$ cat config.mk
export PLATFORM = sky130hd
export DESIGN_NAME = bcd_decade_counter
export DESIGN_NICKNAME = d
export VERILOG_FILES = /design/src/rtl/bcd_ctr_pkg.sv /design/src/rtl/bcd_mode_sel.sv /design/src/rtl/bcd_incr.sv /design/src/rtl/bcd_term_detect.sv /design/src/rtl/bcd_decade_counter.sv
export SDC_FILE = /design/constraint.sdc
export NUM_CORES = 1
export LEC_CHECK = 0
export ABC_CLOCK_PERIOD_IN_PS = 1900
export BUFFER_PORTS_ARGS = -buffer_cell sky130_fd_sc_hd__buf_2
export CAP_MARGIN = 20
export CORE_AREA = 8 8 45 47
export CTS_CLUSTER_SIZE = 8
export DETAILED_ROUTE_END_ITERATION = 8
export DIE_AREA = 0 0 53 55
export SETUP_SLACK_MARGIN = 0.5
export SLEW_MARGIN = 20
export SYNTH_ARGS = -nofsm -noshare
export SYNTH_HDL_FRONTEND = slang
export SYNTH_SLANG_ARGS = --single-unit
$ cat constraint.sdc
create_clock -name clk -period 1.9 [get_ports clk]
set_clock_uncertainty 0.15 [all_clocks]
set_input_delay 0.095 -clock clk [delete_from_list [all_inputs] [get_ports clk]]
set_output_delay 0.095 -clock clk [all_outputs]
set_load 0.01 [all_outputs]
$ cat src/rtl/bcd_ctr_pkg.sv
package bcd_ctr_pkg;
   localparam int DIGIT_W = 4;
   localparam logic [DIGIT_W-1:0] TOP_DIGIT = DIGIT_W'(9);

   typedef logic [DIGIT_W-1:0] digit_t;

   // Priority order: CLEAR > LOAD > COUNT > HOLD
   typedef enum logic [1:0] {
      MODE_HOLD  = 2'd0,
      MODE_COUNT = 2'd1,
      MODE_LOAD  = 2'd2,
      MODE_CLEAR = 2'd3
   } mode_e;
endpackage

$ cat src/rtl/bcd_mode_sel.sv
module bcd_mode_sel
   import bcd_ctr_pkg::*;
(
   input  logic  clr_req,
   input  logic  load_n,
   input  logic  cnt_en,
   input  logic  carry_in,
   output mode_e mode
);
   always_comb begin
      if (clr_req)                  mode = MODE_CLEAR;
      else if (!load_n)             mode = MODE_LOAD;
      else if (cnt_en && carry_in)  mode = MODE_COUNT;
      else                          mode = MODE_HOLD;
   end
endmodule

$ cat src/rtl/bcd_incr.sv
module bcd_incr
   import bcd_ctr_pkg::*;
(
   input  digit_t cur,
   output digit_t nxt
);
   // 9 and every non-decimal code step to zero
   assign nxt = (cur >= TOP_DIGIT) ? '0 : cur + digit_t'(1);
endmodule

$ cat src/rtl/bcd_term_detect.sv
module bcd_term_detect
   import bcd_ctr_pkg::*;
(
   input  digit_t cur,
   input  logic   carry_in,
   output logic   tc
);
   assign tc = carry_in && (cur == TOP_DIGIT);
endmodule

$ cat src/rtl/bcd_decade_counter.sv
module bcd_decade_counter
   import bcd_ctr_pkg::*;
#(
   parameter int ASYNC_RESET = 1
)
(
   input  logic               clk,
   input  logic               rst_n,
   input  logic               load_n,
   input  logic [DIGIT_W-1:0] din,
   input  logic               cnt_en,
   input  logic               carry_in,
   output logic [DIGIT_W-1:0] q,
   output logic               tc
);
   localparam bit USE_ASYNC = (ASYNC_RESET != 0);

   if (ASYNC_RESET != 0 && ASYNC_RESET != 1) begin : g_bad_param
      $error("bcd_decade_counter: ASYNC_RESET must be 0 or 1");
   end

   mode_e  mode;
   digit_t cnt_q;
   digit_t cnt_inc;
   digit_t cnt_d;
   logic   clr_req;

   // Asynchronous variant clears in the register; synchronous one via mode
   assign clr_req = USE_ASYNC ? 1'b0 : ~rst_n;

   bcd_mode_sel u_mode (
      .clr_req  (clr_req),
      .load_n   (load_n),
      .cnt_en   (cnt_en),
      .carry_in (carry_in),
      .mode     (mode)
   );

   bcd_incr u_inc (
      .cur (cnt_q),
      .nxt (cnt_inc)
   );

   always_comb begin
      unique case (mode)
         MODE_CLEAR: cnt_d = '0;
         MODE_LOAD:  cnt_d = din;
         MODE_COUNT: cnt_d = cnt_inc;
         default:    cnt_d = cnt_q;
      endcase
   end

   if (USE_ASYNC) begin : g_async
      always_ff @(posedge clk or negedge rst_n) begin
         if (!rst_n) cnt_q <= '0;
         else        cnt_q <= cnt_d;
      end
   end else begin : g_sync
      always_ff @(posedge clk) begin
         cnt_q <= cnt_d;
      end
   end

   bcd_term_detect u_tc (
      .cur      (cnt_q),
      .carry_in (carry_in),
      .tc       (tc)
   );

   assign q = cnt_q;
endmodule

==> out/results.md, run 1 <==
| Item | This run |
|---|---|
| Leak Pwr | 0.000235 uW |
| Flop2flop setup slack | 0.24 ns |
| Compound-cell area share of the yosys netlist | 19.2% |
| CTS tree | yes |
| Mux cell area share after synthesis | 3.60% |
| Switching share of power | 29.3% |
| Die Y | 55 um |
| Max Clk Rate | 603 MHz |
| Worst hold path class | in2reg |
| Critical-path cell list | ha_2, or3b_4, a211o_1, a31oi_1 |
| Num CTS Buffers | 3 |
| Kind of launch point of the worst setup path | flop |
| Count of standard-cell rows | 14 |
| Hold Startpoint | load_n |
| DP HPWL | 640 um |
| Worst reg-to-reg path cell count | 4 |
| Worst-path fanout max | 4 |
| Clock Power Share | 34.0% |
| Sink count of the clock tree | 4 |
| Final-layout setup total negative slack | 0 ns |
| Violation count after the first detailed-route iteration | 3 |
| Power per unit of standard cell area | 636 nW/um2 |
| Buffers added on ports | 13 |
| Crit Reg-Reg Startpoint | q[0] |
| Adder-Cell Fraction of Synth Area | 12.0% |
| Layout cell share with drive strength beyond 1 | 52.6% |
| Wire length of the first global-routing pass | 1330 um |
| Clk slew on worst S/H paths | 0.04 ns |
| Internal Dissipation | 236 uW |
| Final Slew Violations | 0 |
| Arrival time reported for the critical path endpoint | 1.66 ns |
| Max-capacitance violation count | 0 |
| Min-Delay Endpoint | q[0] |
| Net Count, Synth | 45 |
| Area fraction in and, or, nand and nor cells after synthesis | 29.6% |
| Instance count of the mapped netlist | 33 |
| Top cells by area, synth | dfrtp_1 (32%), ha_1 (12%), a211o_1 (5.6%), nand2b_1 (4.0%), and4b_2 (3.6%) |
| Maximum number of pins on one net before global-route repair | 10 |
| Final routed wirelength across all metal layers | 892 um |
| Number of flip-flops in the largest register | 4 |
| Cell at the root of the clock tree | clkbuf_4 |
| Max-Slew Margin vs Limit | 81.3% |
| Drc violations | 0 |
| Critical path type | reg2reg |
| Peak supply drop | 229 uV |
| Number of distinct library cells after synthesis | 22 |
| Total global routing overflow | 0 |
| Post-Synthesis Mean Instance Area | 9.48 um2 |
| Number of cells on the worst hold path | 2 |
| Horiz. Die Dim | 53 um |
| Post-route core utilization | 37.9% |
| Combined global-route utilization of all metal layers | 6.41% |
| Hold Fails Final Rpt | 0 |
| Final-report setup violation count | 0 |
| Combinational family with the most area after synthesis | simple AND/OR/NAND/NOR gates |
| Transition time at the pin with the least slew margin | 0.280 ns |
| Yosys reg bits | 4 |
| Final period utilization | 87.3% |
| Outcome | finished clean |
| Synthesis Warnings | 0 |
| ANT cells | 0 |
| Clock latency on the worst-skew pair | 0.23 ns |
| Worst path slowest cell | dfrtp_2 |
| Initial cell density of the core | 22.6% |
| Maximum number of buffers from clock root to sink | 2 |
| Xor and xnor fraction of the mapped netlist area | 0% |
| I/O pins | 14 |
| Category of the worst setup path capture point | flop |
| DR pass1 iterations | 4 |
| Sequential share of the synthesized area | 32.0% |
| Critical Path RT | 1.90 ns |
| Via count of the first global-routing pass | 321 |
| Post-synthesis cell area | 313 um2 |
| Total number of vias | 342 |
| Vias per Instance | 4.68 |
| Core region area | 1380 um2 |
| Final estimated routing congestion in global placement | 0.687 |
| Routed length per instance | 12.2 um |
| Worst path max stage delay | 0.42 ns |
| Net count, final | 70 |
| Worst flop-to-flop path endpoint | q[0] |
| Antenna violations before repair | 0 |
| Part of the power in registers | 32.9% |
| Number of buffers and inverters on the critical path | 0 |
| Layout-stage area growth over the synthesis result | 67.6% |
| Time the final worst path needs with I/O delays and setup | 1.66 ns |
| Depth of the CTS H-tree | 1 |
| Net Sw Power | 97.8 uW |
| Antenna violation net count after detailed routing | 0 |
| Category of cells accounting for the largest share of critical-path delay | compound AO/OA/AOI/OAI gates |
| Cell taking the most area after synthesis | dfrtp_1 |
| Part of the total power dissipated in combinational logic | 33.1% |
| Setup repair after global routing missed its margin | yes |
| Area of the die | 2920 um2 |
| Area share of the leading cell type in the synthesized netlist | 32.0% |
-- metrics by stage --
step	total power, uW	instance area [um2]	worst slack [ns]	hold slack (ns)	cells
2_1_floorplan	157	323	0.220	-0.351	33
3_3_place_gp	190	404	0.184	-0.246	61
3_5_place_dp	190	404	0.173	-0.244	61
4_1_cts	335	509	0.239	0.0305	72
5_1_grt	359	524	0.210	0.0437	73
6_report	333	524	0.240	0.0449	73
-- cells in the mapped netlist, drive strengths merged --
library cell,count
and4b,1
a31oi,1
nand3b,1
nand4b,1
clkbuf,1
mux2,1
nor2,2
nand4bb,1
ha,3
inv,2
nand3,1
nand2,2
a21oi,2
dfrtp,4
nand4,1
a41oi,1
o211ai,1
a311o,1
nor2b,1
nand2b,2
or3b,1
a211o,2
-- area by class of cell --
| type | count | area, um2 |
|---|---|---|
| Clock buffer | 4 | 26.3 |
| Fill cell | 145 | 860 |
| Inverter | 2 | 7.51 |
| Multi-Input combinational cell | 26 | 234 |
| Sequential cell | 4 | 101 |
| Tap cell | 16 | 20.0 |
| Timing Repair Buffer | 21 | 135 |
-- worst max-delay path by stage --
stage,cells after the start,slack (ns),startpoint,to
finish,4,0.24,q[0],q[0]
global route,4,0.21,q[0],q[0]
CTS,4,0.24,q[0],q[0]
detailed placement,5,0.17,q[1],q[0]
global placement,5,0.18,q[1],q[0]
floorplan,5,0.22,q[1],q[0]
-- cell families after synthesis --
logic type	count (synthesis)
muxes	1
adders and majority gates	3
DFF	4
AOI/OAI and AO/OA	8
buffers and inverters	3
and+or+nand+nor	14
-- per-layer routing --
layer	vias up	track usage (%)	share of wire, %
met5	-	0	0
met4	0	5.17	0
met3	0	2.94	11
met2	9	9.77	49
met1	161	6.75	41
li1	172	-	-
-- power groups by stage --
stage	registers [uW]	logic [uW]	clock network, uW
after floorplan	114	43.4	0
after global placement	112	77.1	0
after detailed placement	112	77.5	0
after CTS	109	105	122
after global routing	112	122	126
final	110	110	113
-- layout by cell type (no fill, tap or decap), types with 2 or more instances in the layout --
master         netlist  routed
a211o_1              2       2
nand2_1              2       2
inv_2                0       2
dlygate4sd3_1        0       4
buf_4                0       4
nand2b_1             2       2
buf_2                0      13
clkbuf_4             0       3
nor2_1               2       2
dfrtp_1              4       3
-- worst reg2reg max path, cell delays in order (launching register included) --
cell and delay (ns):
dfrtp_2 0.42, ha_2 0.21, or3b_4 0.38, a211o_1 0.26, a31oi_1 0.16
-- repair_timing --
item | in CTS | in global routing
endpoints found under the setup margin | 4 | 4
gates resized for setup | 5 | 1
hold endpoints to repair | 7 | 0
hold buffers | 4 | 0
setup buffers | 3 | 1
pin swaps | 3 | 0
(Power assumes the default switching activity.)
==> inputs of run 2 (changes only) <==
Settings changed: ABC_AREA from default to 1.
==> out/results.md, run 2 <==
| Item | This run | Delta |
|---|---|---|
| Outcome | finished clean |  |
| Most frequent cells after synthesis | nand2_1 (21), inv_1 (7), dfrtp_1 (4), nand3_1 (4), ha_1 (3) |  |
| Horiz. Die Dim | 53 um | unchanged |
| Most used flip-flop cell after synthesis | dfrtp_1 |  |
| Part of the total power dissipated in combinational logic | 31.4% | -1.7 points |
| # fillers | 148 | +2.1% |
| Number of distinct library cells after synthesis | 14 | -36% |
| Top cells by area, synth | dfrtp_1 (31%), nand2_1 (25%), ha_1 (12%), inv_1 (8.2%), nand3_1 (6.2%) |  |
| Final estimated routing congestion in global placement | 0.783 | +14% |
| Most used cells in the layout excluding fill and tap cells | nand2_1 (20), buf_2 (13), inv_1 (6) |  |
| Number of enable-type register cells in the synthesized netlist | 0 | unchanged |
| Routed length per instance | 9.99 um | -18% |
| Net Sw Power | 99.0 uW | +1.3% |
| Cell taking the most area after synthesis | dfrtp_1 |  |
| Combined global-route utilization of all metal layers | 6.47% | +0.051 points |
| CTS tree | yes |  |
| Num CTS Buffers | 3 | unchanged |
| Clock latency on the worst-skew pair | 0.23 ns | about the same |
| Cell at the root of the clock tree | clkbuf_4 |  |
| Hold Fails Final Rpt | 0 | unchanged |
| Arrival time reported for the critical path endpoint | 1.13 ns | -0.53 ns |
| Crit Reg-Reg Startpoint | q[1] |  |
| Count of standard-cell rows | 14 | unchanged |
| Xor and xnor fraction of the mapped netlist area | 2.72% | +2.7 points |
| Buffers added on ports | 13 | unchanged |
| Clock Power Share | 32.2% | -1.8 points |
| Antenna violations before repair | 0 | unchanged |
| Kind of launch point of the worst setup path | flop |  |
| Internal Dissipation | 211 uW | -10% |
| Wire length of the first global-routing pass | 1350 um | +1.6% |
| DP HPWL | 634 um | -0.97% |
| Final-report setup violation count | 0 | unchanged |
| Final Slew Violations | 0 | unchanged |
| Peak supply drop | 350 uV | +53% |
| Total number of vias | 364 | +6.4% |
| Worst-path fanout max | 2 | -2 |
| Most common cell in the netlist | nand2_1 |  |
| Maximum number of buffers from clock root to sink | 2 | unchanged |
| Area of the multi-input gates | 211 um2 | -9.6% |
| Critical path type | reg2out |  |
| Max Clk Rate | 726 MHz | +21% |
| Mux cell area share after synthesis | 0% | -3.6 points |
| DR pass1 iterations | 3 | -1 |
| Core region area | 1380 um2 | unchanged |
| Area fraction in and, or, nand and nor cells after synthesis | 42.4% | +13 points |
| Post-Synthesis Mean Instance Area | 6.70 um2 | -29% |
| Synthesis Warnings | 0 | unchanged |
| Max-capacitance violation count | 0 | unchanged |
| Yosys reg bits | 4 | unchanged |
| Via count of the first global-routing pass | 336 | +4.7% |
| Switching share of power | 31.9% | +2.6 points |
| Power per unit of standard cell area | 624 nW/um2 | -1.8% |
| Leak Pwr | 0.000279 uW | +19% |
| Area occupied by registers | 103 um2 | +1.2% |
| Total global routing overflow | 0 | unchanged |
| Max-Slew Margin vs Limit | 82.7% | +1.4 points |
| Time the final worst path needs with I/O delays and setup | 1.38 ns | -0.283 ns |
| Violation count after the first detailed-route iteration | 5 | +2 |
| I/O pins | 14 | unchanged |
| Initial cell density of the core | 23.2% | +0.63 points |
| Layout cell share with drive strength beyond 1 | 42.0% | -11 points |
| Clk slew on worst S/H paths | 0.04 ns | about the same |
| Transition time at the pin with the least slew margin | 0.260 ns | -0.0203 ns |
| ANT cells | 0 | unchanged |
| Worst hold path class | in2reg |  |
| Instance count of the mapped netlist | 48 | +45% |
| Worst hold slack across all endpoints | 0.0170 ns | -0.0278 ns |
| Net Count, Synth | 60 | +33% |
| Area share of the leading cell type in the synthesized netlist | 31.1% | -0.87 points |
| Vias per Instance | 4.28 | -8.6% |
| Commonest non-fill, non-tap cell in the layout | nand2_1 |  |
| Post-synthesis cell area | 322 um2 | +2.8% |
| Compound-cell area share of the yosys netlist | 2.72% | -16 points |
| Area of the die | 2920 um2 | unchanged |
| Combinational family with the most area after synthesis | simple AND/OR/NAND/NOR gates |  |
| Setup repair after global routing missed its margin | yes |  |
| Maximum number of pins on one net before global-route repair | 8 | -2 |
| Post-route core utilization | 35.9% | -2.0 points |
| Layout-stage area growth over the synthesis result | 54.5% |  |
| First element of the critical path | q[1] |  |
| Drc violations | 0 | unchanged |
| Adder-Cell Fraction of Synth Area | 11.7% | -0.33 points |
| Antenna violation net count after detailed routing | 0 | unchanged |
| Sequential share of the synthesized area | 31.1% | -0.87 points |
| Hold Startpoint | din[3] |  |
| Critical Path RT | 1.65 ns | -0.25 ns |
| Net count, final | 83 | +19% |
| Sink count of the clock tree | 4 | unchanged |
| Number of flip-flops in the largest register | 4 | unchanged |
| Category of the worst setup path capture point | output pin |  |
| Depth of the CTS H-tree | 1 | unchanged |
| Final routed wirelength across all metal layers | 849 um | -4.8% |
| Final-layout setup total negative slack | 0 ns | unchanged |
| Die Y | 55 um | unchanged |
| Async S/R FF share, synth | 100% | unchanged |
| Final period utilization | 72.5% | -15 points |
| Part of the power in registers | 36.4% | +3.5 points |
==> run 2: logic make-up after synthesis <==
kind of cell / after synthesis
flip-flops: 4
AO/OA/AOI/OAI: 1
XOR/XNOR: 1
adder cells (fa/ha/maj): 3
AND/OR/NAND/NOR: 31
buffers and inverters: 8
==> run 2: final cells by class <==
class / instances / area share, %
multi-input cells: 36 / 42.6
well taps: 16 / 4.03
repair buffers: 18 / 22.2
clock buffers: 3 / 4.53
inverters: 8 / 6.05
flip-flops and latches: 4 / 20.7
==> run 2: power by group through the flow <==
stage	Clock [uW]	Sequential (uW)	Combinational (uW)
floorplan	0	114	44.2
global placement	0	113	78.1
detailed placement	0	113	78.0
CTS	105	111	90.8
global route	113	115	112
finish	99.9	113	97.4
==> run 2: final timing paths <==
kind                        end  cells past startpoint  slack, ns
hold / removal             q[3]                      5       0.02
setup reg to reg           q[2]                      5       0.58
min in group asynchronous  q[3]                      2       0.05
setup / recovery             tc                      5       0.52
hold reg to reg            q[0]                      4       0.52
max in group asynchronous  q[1]                      2       1.41
==> run 2: repair_timing <==
action | CTS | global route
setup endpoints to repair | 1 | 1
setup buffers | 1 | 1
resized for setup | 4 | 3
hold endpoints to repair | 6 | 0
hold buffers | 3 | 0
==> run 2: worst max-delay path, cell delays in order, from the launching register on <==
cell     delay (ns)
dfrtp_2        0.41
inv_2          0.08
ha_4           0.13
nand2_2        0.05
nor3_2         0.10
buf_2          0.15
==> run 2: routing by layer <==
metal  wire, um  vias to the layer above  track usage [%]
li1           -                      191                -
met1        383                      162             7.35
met2        389                       11             9.38
met3         76                        0             5.08
met4          0                        0             1.29
met5          0                        -                0
==> run 2: metrics by stage <==
step,power [uW],area (um2),setup WS [ns],cells
final,310,497,0.523,85
after global routing,340,497,0.461,85
after CTS,307,472,0.474,84
after detailed placement,191,407,0.556,77
after global placement,192,407,0.554,77
after floorplan,158,322,0.644,48
==> inputs of run 3 (changes only) <==
Settings changed: ABC_CLOCK_PERIOD_IN_PS 1900 to 1400.
Clock period 1.9 ns to 1.4 ns, I/O delays scaled along.
==> out/results.md, run 3 (synthesis gave the netlist of run 2 again) <==
| Item | This run | Delta |
|---|---|---|
| Max-capacitance violation count | 0 | unchanged |
| Combined global-route utilization of all metal layers | 7.44% | +0.97 points |
| Time the final worst path needs with I/O delays and setup | 1.36 ns |  |
| Layout cell share with drive strength beyond 1 | 56.9% | +15 points |
| Worst hold slack across all endpoints | -0.0401 ns | -0.0571 ns |
| Violation count after the first detailed-route iteration | 0 | -5 |
| Peak supply drop | 525 uV | +50% |
| Drc violations | 0 | unchanged |
| Worst-path fanout max | 2 | unchanged |
| Critical Path RT | 1.18 ns | -0.47 ns |
| Vias per Instance | 4.20 | -1.8% |
| Final Slew Violations | 0 | unchanged |
| Most used cells in the layout excluding fill and tap cells | nand2_1 (19), buf_2 (12), inv_1 (5), buf_4 (5), nand3_2 (4) |  |
| Critical path type | reg2out |  |
| I/O pins | 14 | unchanged |
| Transition time at the pin with the least slew margin | 0.249 ns | -0.0110 ns |
| Wire length of the first global-routing pass | 1600 um | +18% |
| Area of the die | 2920 um2 | unchanged |
| Total global routing overflow | 0 | unchanged |
| Commonest non-fill, non-tap cell in the layout | nand2_1 |  |
| Final period utilization | 97.0% |  |
| Antenna violation net count after detailed routing | 0 | unchanged |
| Clk slew on worst S/H paths | 0.05 ns | about the same |
| Net count, final | 85 | +2.4% |
| Setup repair after global routing missed its margin | yes |  |
| Total power | 481 uW | +55% |
| Buffers added on ports | 13 | unchanged |
| Core region area | 1380 um2 | unchanged |
| Worst path max stage delay | 0.41 ns | about the same |
| Number of flip-flops in the largest register | 4 | unchanged |
| Via count of the first global-routing pass | 384 | +14% |
| Final routed wirelength across all metal layers | 907 um | +6.8% |
| Cell at the root of the clock tree | clkbuf_4 |  |
| Power per unit of standard cell area | 885 nW/um2 | +42% |
| Initial cell density of the core | 23.2% | unchanged |
| Placed Instances | 77 | unchanged |
| Max Clk Rate | 736 MHz |  |
| Layout-stage area growth over the synthesis result | 69.3% |  |
| # fillers | 155 | +4.7% |
| Leak Pwr | 0.000290 uW | +4.1% |
| CTS tree | yes |  |
| Die Y | 55 um | unchanged |
| Number of buffers added to fix hold violations after cts | 1 | -2 |
| Arrival time reported for the critical path endpoint | 1.14 ns | about the same |
| Worst path slowest cell | dfrtp_2 |  |
| Violated checks | hold timing |  |
| Hold Fails Final Rpt | 4 | +4 |
| Final estimated routing congestion in global placement | 0.836 | +6.7% |
| Num CTS Buffers | 3 | unchanged |
| Category of the worst setup path capture point | output pin |  |
| DP HPWL | 652 um | +2.8% |
| Kind of launch point of the worst setup path | flop |  |
| Max-Slew Margin vs Limit | 83.4% | +0.71 points |
| Maximum number of pins on one net before global-route repair | 7 | -1 |
| Maximum number of buffers from clock root to sink | 2 | unchanged |
| Count of standard-cell rows | 14 | unchanged |
| Total number of vias | 370 | +1.6% |
| Worst hold path class | in2reg |  |
| Sink count of the clock tree | 4 | unchanged |
| DR pass1 iterations | 1 | -2 |
| Antenna violations before repair | 0 | unchanged |
| Post-route insts no fill | 88 | +3.5% |
| Clock latency on the worst-skew pair | 0.25 ns | +0.02 ns |
| Routed length per instance | 10.3 um | +3.2% |
| Horiz. Die Dim | 53 um | unchanged |
| Critical-path cell list | inv_2, ha_4, nand2_2, nor3_2, buf_2 |  |
| Post-route core utilization | 39.3% | +3.4 points |
| Outcome | finished with violations |  |
| Final-report setup violation count | 0 | unchanged |
| ANT cells | 0 | unchanged |
| Depth of the CTS H-tree | 1 | unchanged |
[run 3: cell types whose count changed in the layout (fill, tap and decap cells not counted), moves of 2 or more]
cell,previous run,this run
dlygate4sd3_1,3,1
nand3_2,1,4
buf_4,2,5
nand3_1,4,1
ha_2,0,2
buf_6,0,2
ha_1,2,0
[run 3: cell type report]
class                           instances  area, um2  area share [%]
Timing Repair Buffer                   20        130            23.9
Inverter                                8       30.0            5.52
Multi-Input combinational cell         36        234            43.0
Clock buffer                            4       26.3            4.83
Tap cell                               16       20.0            3.68
Sequential cell                         4        104            19.1
[run 3: worst paths after layout]
kind / cells after the start / from / slack, ns / to
hold / removal: 5 / din[0] / -0.04 / q[0]
max in group asynchronous: 2 / rst_n / 0.92 / q[2]
min in group asynchronous: 2 / rst_n / 0.04 / q[1]
hold reg to reg: 4 / q[3] / 0.51 / q[3]
setup / recovery: 5 / q[1] / 0.04 / tc
setup reg to reg: 7 / q[0] / 0.08 / q[1]
[run 3: power by group]
part	total [uW]	internal (uW)	switching, uW
logic	171	82.1	88.8
registers	148	131	16.6
clock network	163	107	55.6
total	481	321	161
[run 3: per-stage QoR]
stage	setup TNS [ns]	instance area, um2	setup slack, ns
2_1_floorplan	0	357	0.195
3_3_place_gp	0	442	0.153
3_5_place_dp	0	442	0.135
4_1_cts	0	532	0.00459
5_1_grt	-0.0663	544	-0.0663
6_report	0	544	0.0419
[run 3: repair_timing]
action                     CTS  global route
resized for setup            3             3
setup endpoints to repair    9             9
setup buffers                6             0
hold endpoints to repair     8             3
[run 3: metal layers]
| layer | GRT usage (%) | wire, um |
|---|---|---|
| met1 | 7.62 | 355 |
| met2 | 13.9 | 502 |
| met4 | 2.59 | 11 |
| met5 | 0 | 0 |
| met3 | 2.41 | 37 |
[run 3: worst max-delay path, delay by kind of cell (launching register included)]
family / cells / cell delay [ns]
buffers and inverters: 2 / 0.23
adders and majority gates: 1 / 0.13
DFF: 1 / 0.41
and+or+nand+nor: 2 / 0.13
